--- src/rtl/pix_ser_pkg.sv ---
package pix_ser_pkg;

    typedef enum logic [1:0] {
        MODE_W16    = 2'd0,
        MODE_565_B8 = 2'd1,
        MODE_888_B8 = 2'd2,
        MODE_RSVD   = 2'd3
    } bus_mode_e;

    typedef enum logic [1:0] {
        ST_IDLE = 2'd0,
        ST_HOLD = 2'd1,
        ST_BEAT = 2'd2
    } ser_state_e;

    // The reserved code is folded onto the wide-bus format
    function automatic bus_mode_e eff_mode(input logic [1:0] m);
        return (m == MODE_RSVD) ? MODE_W16 : bus_mode_e'(m);
    endfunction

    function automatic logic [1:0] beats_of(input bus_mode_e m);
        unique case (m)
            MODE_565_B8: return 2'd2;
            MODE_888_B8: return 2'd3;
            default:     return 2'd1;
        endcase
    endfunction

endpackage

--- src/rtl/pix_field_order.sv ---
module pix_field_order
    import pix_ser_pkg::*;
#(
    parameter int PIX_W = 24
) (
    input  bus_mode_e        mode,
    input  logic             bgr,
    input  logic [PIX_W-1:0] pix_in,
    output logic [PIX_W-1:0] word_out
);
    localparam int CH8   = PIX_W / 3;
    localparam int W16   = 16;
    localparam int PAD   = PIX_W - W16;

    logic [W16-1:0] w565;
    logic [PIX_W-1:0] w888;

    always_comb begin
        if (bgr) w565 = {pix_in[4:0], pix_in[10:5], pix_in[15:11]};
        else     w565 = pix_in[W16-1:0];

        if (bgr) w888 = {pix_in[CH8-1:0], pix_in[2*CH8-1:CH8], pix_in[3*CH8-1:2*CH8]};
        else     w888 = pix_in;

        // Left-align so the first beat always comes from the top bits
        if (mode == MODE_888_B8) word_out = w888;
        else                     word_out = {w565, {PAD{1'b0}}};
    end

endmodule

--- src/rtl/pix_beat_seq.sv ---
module pix_beat_seq
    import pix_ser_pkg::*;
#(
    parameter int BUS_W       = 16,
    parameter int PIX_W       = 24,
    parameter int DLY_565_B8  = 3,
    parameter int DLY_888_B8  = 5
) (
    input  logic             clk,
    input  logic             rst_n,
    input  bus_mode_e        mode_in,
    input  logic             pix_valid,
    input  logic [PIX_W-1:0] word_in,
    output logic             pix_ready,
    output logic [BUS_W-1:0] bus_data,
    output logic             bus_strobe
);
    localparam int BYTE_W  = BUS_W / 2;
    localparam int DLY_MAX = (DLY_565_B8 > DLY_888_B8) ? DLY_565_B8 : DLY_888_B8;
    localparam int CNT_W   = $clog2(DLY_MAX + 2);

    ser_state_e       state_q, state_n;
    bus_mode_e        mode_q, mode_n;
    logic [CNT_W-1:0] wait_q, wait_n;
    logic [1:0]       beat_q, beat_n;
    logic [PIX_W-1:0] shift_q, shift_n;

    logic accept, last_beat;
    logic [CNT_W-1:0] start_dly;

    always_comb begin
        unique case (mode_in)
            MODE_565_B8: start_dly = CNT_W'(DLY_565_B8);
            MODE_888_B8: start_dly = CNT_W'(DLY_888_B8);
            default:     start_dly = '0;
        endcase
    end

    assign last_beat = (beat_q == beats_of(mode_q) - 2'd1);
    assign pix_ready = (state_q == ST_IDLE) || (state_q == ST_BEAT && last_beat);
    assign accept    = pix_valid && pix_ready;

    // State register
    always_ff @(posedge clk) begin
        if (!rst_n) begin
            state_q <= ST_IDLE;
            mode_q  <= MODE_W16;
            wait_q  <= '0;
            beat_q  <= '0;
            shift_q <= '0;
        end else begin
            state_q <= state_n;
            mode_q  <= mode_n;
            wait_q  <= wait_n;
            beat_q  <= beat_n;
            shift_q <= shift_n;
        end
    end

    // Next-state logic
    always_comb begin
        state_n = state_q;
        mode_n  = mode_q;
        wait_n  = wait_q;
        beat_n  = beat_q;
        shift_n = shift_q;
        unique case (state_q)
            ST_IDLE: ;
            ST_HOLD: begin
                if (wait_q == CNT_W'(1)) begin
                    state_n = ST_BEAT;
                    beat_n  = '0;
                end else begin
                    wait_n = wait_q - CNT_W'(1);
                end
            end
            ST_BEAT: begin
                if (last_beat) begin
                    state_n = ST_IDLE;
                end else begin
                    beat_n  = beat_q + 2'd1;
                    shift_n = shift_q << BYTE_W;
                end
            end
            default: state_n = ST_IDLE;
        endcase
        if (accept) begin
            mode_n  = mode_in;
            shift_n = word_in;
            beat_n  = '0;
            wait_n  = start_dly;
            state_n = (start_dly == '0) ? ST_BEAT : ST_HOLD;
        end
    end

    // Output logic
    always_comb begin
        bus_strobe = 1'b0;
        bus_data   = '0;
        unique case (state_q)
            ST_BEAT: begin
                bus_strobe = 1'b1;
                if (mode_q == MODE_W16) bus_data = shift_q[PIX_W-1 -: BUS_W];
                else                    bus_data = {{BYTE_W{1'b0}}, shift_q[PIX_W-1 -: BYTE_W]};
            end
            default: ;
        endcase
    end

    // the wide format drives its beat right after acceptance
    p_wide_latency_r6: assert property (@(posedge clk) disable iff (!rst_n)
        (accept && mode_in == MODE_W16) |=> bus_strobe);

    // narrow formats stay quiet for at least one cycle
    p_narrow_quiet_r6: assert property (@(posedge clk) disable iff (!rst_n)
        (accept && mode_in != MODE_W16) |=> !bus_strobe);

    // the held pixel is untouched while the delay runs
    p_hold_stable_r9: assert property (@(posedge clk) disable iff (!rst_n)
        (state_q == ST_HOLD) |=> ($stable(shift_q) && $stable(mode_q)));

    // a beat that is not the last is always followed by another beat
    p_beats_contig_r10: assert property (@(posedge clk) disable iff (!rst_n)
        (bus_strobe && !pix_ready) |=> bus_strobe);

    // the upper lane is clear on the narrow bus
    p_upper_clear_r5: assert property (@(posedge clk) disable iff (!rst_n)
        (bus_strobe && mode_q != MODE_W16) |-> (bus_data[BUS_W-1:BYTE_W] == '0));

endmodule

--- src/rtl/pix_narrow_ser.sv ---
module pix_narrow_ser
    import pix_ser_pkg::*;
#(
    parameter int BUS_W      = 16,
    parameter int PIX_W      = 24,
    parameter int DLY_565_B8 = 3,
    parameter int DLY_888_B8 = 5
) (
    input  logic             clk,
    input  logic             rst_n,
    input  logic [1:0]       mode_sel,
    input  logic             bgr_in,
    input  logic             pix_valid,
    output logic             pix_ready,
    input  logic [PIX_W-1:0] pix_data,
    output logic [BUS_W-1:0] bus_data,
    output logic             bus_strobe
);
    bus_mode_e        mode_eff;
    logic [PIX_W-1:0] ordered;

    assign mode_eff = eff_mode(mode_sel);

    pix_field_order #(.PIX_W(PIX_W)) u_order (
        .mode     (mode_eff),
        .bgr      (bgr_in),
        .pix_in   (pix_data),
        .word_out (ordered)
    );

    pix_beat_seq #(
        .BUS_W      (BUS_W),
        .PIX_W      (PIX_W),
        .DLY_565_B8 (DLY_565_B8),
        .DLY_888_B8 (DLY_888_B8)
    ) u_seq (
        .clk        (clk),
        .rst_n      (rst_n),
        .mode_in    (mode_eff),
        .pix_valid  (pix_valid),
        .word_in    (ordered),
        .pix_ready  (pix_ready),
        .bus_data   (bus_data),
        .bus_strobe (bus_strobe)
    );

endmodule

--- config.mk ---
export PLATFORM = sky130hd
export DESIGN_NAME = pix_narrow_ser
export DESIGN_NICKNAME = d
export VERILOG_FILES = /design/src/rtl/pix_ser_pkg.sv /design/src/rtl/pix_field_order.sv /design/src/rtl/pix_beat_seq.sv /design/src/rtl/pix_narrow_ser.sv
export SDC_FILE = /design/constraint.sdc
export NUM_CORES = 1
export LEC_CHECK = 0
export BUFFER_PORTS_ARGS = -buffer_cell sky130_fd_sc_hd__buf_2
export CORE_MARGIN = 5
export CORE_UTILIZATION = 59
export DETAILED_ROUTE_END_ITERATION = 8
export PLACE_DENSITY_LB_ADDON = 0.3
export SLEW_MARGIN = 15
export SYNTH_ARGS = -nofsm -noshare
export SYNTH_HDL_FRONTEND = slang
export SYNTH_HIERARCHICAL = 1
export SYNTH_SLANG_ARGS = --single-unit
--- constraint.sdc ---
create_clock -name clk -period 4.8 [get_ports clk]
set_input_delay 0.72 -clock clk [delete_from_list [all_inputs] [get_ports clk]]
set_output_delay 0.72 -clock clk [all_outputs]
set_load 0.01 [all_outputs]
==> qor.csv <==
stage,metric,value,unit
power_and_ir_drop,switching portion of total power,0.292,
clock_network,quantity of gates resized following cts,0,
synthesis,Post-Syn Area,2310,µm²
power_and_ir_drop,maximum VDD drop,185,µV
synthesis,async set or reset register ratio after synthesis,0,
synthesis,YS warnings,6,
drt,TritonRoute pass-1 iters,4,
worst_setup_path,critical path class,reg2out,
worst_setup_path,Worst setup SP type,flip-flop,
drt,Starting DRT DRC Count,170,
clock_network,CTS tree,built,
cells_and_area,"most common cell after layout, fill and taps aside",buf_2,
power_and_ir_drop,Gate power share,0.212,
grt,global-route wire length before repair,9030,µm
clock_network,CTS sink count,33,
die,Initial Utilization,0.622,
timing,Final Skew,5.68,ps
drt,"wirelength, routed",5660,µm
die,Die ar.,5270,µm²
cells_and_area,"Design Area, Final",2570,µm²
synthesis,Post-synth EDFFs,0,
drt,DRC Markers,0,
die,Site Rows,22,
worst_setup_path,reg-to-reg critical path startpoint,u_seq/mode_q[1],
power_and_ir_drop,P_sw,188,µW
synthesis,syn nets,306,
placement,placed inst area,2490,µm²
timing,Setup Viol. Count Final,0,
die,core footprint,3720,µm²
power_and_ir_drop,static leakage,0.00117,µW
cells_and_area,layout cells sized above 1,0.242,
timing,Fin Hold WS,477,ps
power_and_ir_drop,internal power,454,µW
worst_setup_path,CP Max Fanout,13,
run_status,status,"finished, final reports clean",
synthesis,Synth top area share,0.286,
clock_network,Skew-Pair Late Insertion Delay,280,ps
timing,RSZ-0062 raised after global routing,no,
cells_and_area,Layout area overhead,11.2,%
power_and_ir_drop,Seq pwr share,0.480,
cells_and_area,diode count,0,
cells_and_area,Layout Nets,339,
clock_network,Post-CTS Setup Inserts,0,
power_and_ir_drop,power density over the cells,250,nW/µm²
worst_setup_path,Crit. End Element,output pin,
synthesis,Synth Area in Simple Gates,0.258,
synthesis,Seq cells post-synth,33,
timing,Worst-Margin Slew,1020,ps
timing,Max transition margin,0.323,
drt,Via density,6.07,
grt,initial antenna violation count,0,
worst_setup_path,r2r endpoint,u_seq/shift_q[3],
synthesis,"top cells by area, synth","dfxtp_1, and3_1, mux2i_1, mux2_1, mux4_2",
timing,final-report hold violation count,0,
synthesis,post-synthesis xor/xnor area fraction,0.00758,
placement,port bufs,47,
placement,DP Wirelength,3950,µm
timing,Setup TNS,0,ps
timing,fin crit share,0.567,
placement,gpl congestion,0.819,
min_path,worst hold-check path type,reg2reg,
worst_setup_path,WP data arrival,2000,ps
synthesis,Synth Area in Adders,0.0217,
grt,total grt overflow,0,
worst_setup_path,R2R Setup Slk,2190,ps
clock_network,CTS hold repair buffers,0,
timing,FMAX,367,MHz
grt,pin count of the biggest net entering global routing,48,
grt,vias in the first global route,1876,
synthesis,compound-gate portion of the synthesized area,0.164,
timing,Max Slew Vio Count,0,
synthesis,Most used DFF post-synth,dfxtp_1,
synthesis,multiplexer share of the synthesized area,0.198,
die,die outline height,72.6,µm
drt,routed length per instance,16.0,µm
synthesis,Yosys top cell by area,dfxtp_1,
min_path,hold_sp,u_seq/shift_q[2],
power_and_ir_drop,Clk pwr share,0.309,
grt,total track usage,0.215,
min_path,WHS Endpoint,u_seq/shift_q[2],
worst_setup_path,CP required,4080,ps
placement,dpl cells,346,
cells_and_area,"commonest non-fill, non-tap cells in the layout","buf_2, dfxtp_1, nand2_1",
min_path,Hold Path Cell Cnt,2,
synthesis,Netlist cell types,38,
timing,Final Critical Period,2720,ps
synthesis,average size of a mapped cell,8.49,µm²
die,IO Pins,48,
job,Max-cap violations,0,
drt,vias post-DR,2150,
cells_and_area,Post-Route Utilization,0.691,
clock_network,clock transition at the registers of the reported paths,60,ps
clock_network,H-tree depth reported by CTS,2,
cells_and_area,post-route non-filler standard cell count,354,
worst_setup_path,R2R depth,4,
synthesis,sequential share of the synthesized area,0.286,
clock_network,clock buffer count from CTS,5,
synthesis,Mapped Cells,272,
clock_network,Bufs on Longest Clock Path,2,
clock_network,clk root buf,clkbuf_8,
drt,Post-DRT Antenna Nets,0,
synthesis,largest family of logic cells by synthesized area,simple AND/OR/NAND/NOR gates,
die,Chip Width,72.6,µm
## power by group through the flow
| stage | logic, µW | registers [µW] | clock network [µW] |
|---|---|---|---|
| finish | 136 | 308 | 198 |
| global route | 150 | 309 | 214 |
| CTS | 135 | 307 | 199 |
| detailed placement | 134 | 313 | 0 |
| global placement | 131 | 312 | 0 |
| floorplan | 103 | 306 | 0 |
## worst max-delay path by stage
stage	startpoint	slack (ps)	cells after the start	end
3_5_place_dp	rst_n	2010	5	u_seq/shift_q[20]
5_1_grt	u_seq/mode_q[0]	1920	4	pix_ready
2_1_floorplan	mode_sel[0]	2750	6	u_seq/shift_q[21]
6_report	u_seq/mode_q[1]	2080	4	pix_ready
4_1_cts	u_seq/mode_q[0]	2080	4	pix_ready
3_3_place_gp	rst_n	2060	5	u_seq/shift_q[20]
## through the flow
| step | total power [µW] | worst slack [ps] |
|---|---|---|
| global route | 672 | 1920 |
| detailed placement | 447 | 2010 |
| finish | 641 | 2080 |
| global placement | 443 | 2060 |
| floorplan | 409 | 2750 |
| CTS | 641 | 2080 |
## flip-flops by register name, summed over array words and instances (netlist names)
signal / count
u_seq/mode_q: 2
u_seq/wait_q: 3
u_seq/state_q: 2
u_seq/beat_q: 2
u_seq/shift_q: 24
## cell families (layout without fill, tap and decap cells)
logic type                 count (synthesis)  after routing
and+or+nand+nor                          114            114
AOI/OAI and AO/OA                         52             52
muxes                                     37             37
DFF                                       33             33
buffers and inverters                     30             64
adders and majority gates                  4              4
xor gates and xnor gates                   2              2
## critical path, cell delays in order, from the launching register on
cell and delay (ps):
dfxtp_1 540, and4bb_2 340, a2111oi_4 610, nor2_1 70, buf_2 160
## synthesized netlist by cell type (2+ instances only)
cell type / instances
inv_1: 7
mux2i_1: 13
o211ai_1: 8
o21ai_0: 17
nand2_1: 28
buf_4: 2
buf_2: 6
mux2_1: 11
and4bb_2: 2
nor2_1: 18
a211oi_1: 2
a21oi_1: 11
mux2_2: 8
xnor2_1: 2
ha_1: 4
a2111oi_4: 2
nand2b_1: 6
clkbuf_1: 10
dfxtp_1: 33
a211o_1: 8
nand4_1: 8
nor3_1: 2
mux4_2: 5
and3_1: 25
buf_6: 3
nand3_1: 17
nor2b_1: 3
## metal layers
| layer | routed length, µm | vias to the layer above | share of wire | GRT usage |
|---|---|---|---|---|
| li1 | - | 1057 | - | - |
| met1 | 2460 | 1011 | 0.44 | 0.298 |
| met2 | 2700 | 75 | 0.48 | 0.345 |
| met3 | 448 | 7 | 0.079 | 0.0482 |
| met4 | 44 | 0 | 0.0078 | 0.0430 |
| met5 | 0 | - | 0 | 0 |
## area by class of cell
type | count | area [µm²]
fillers | 328 | 1150
flip-flops and latches | 33 | 661
clock buffers | 8 | 80.1
repair buffers | 47 | 235
multi-input cells | 209 | 1500
inverters | 9 | 33.8
well taps | 48 | 60.1
Note: power is estimated with default switching activity, not from simulation.
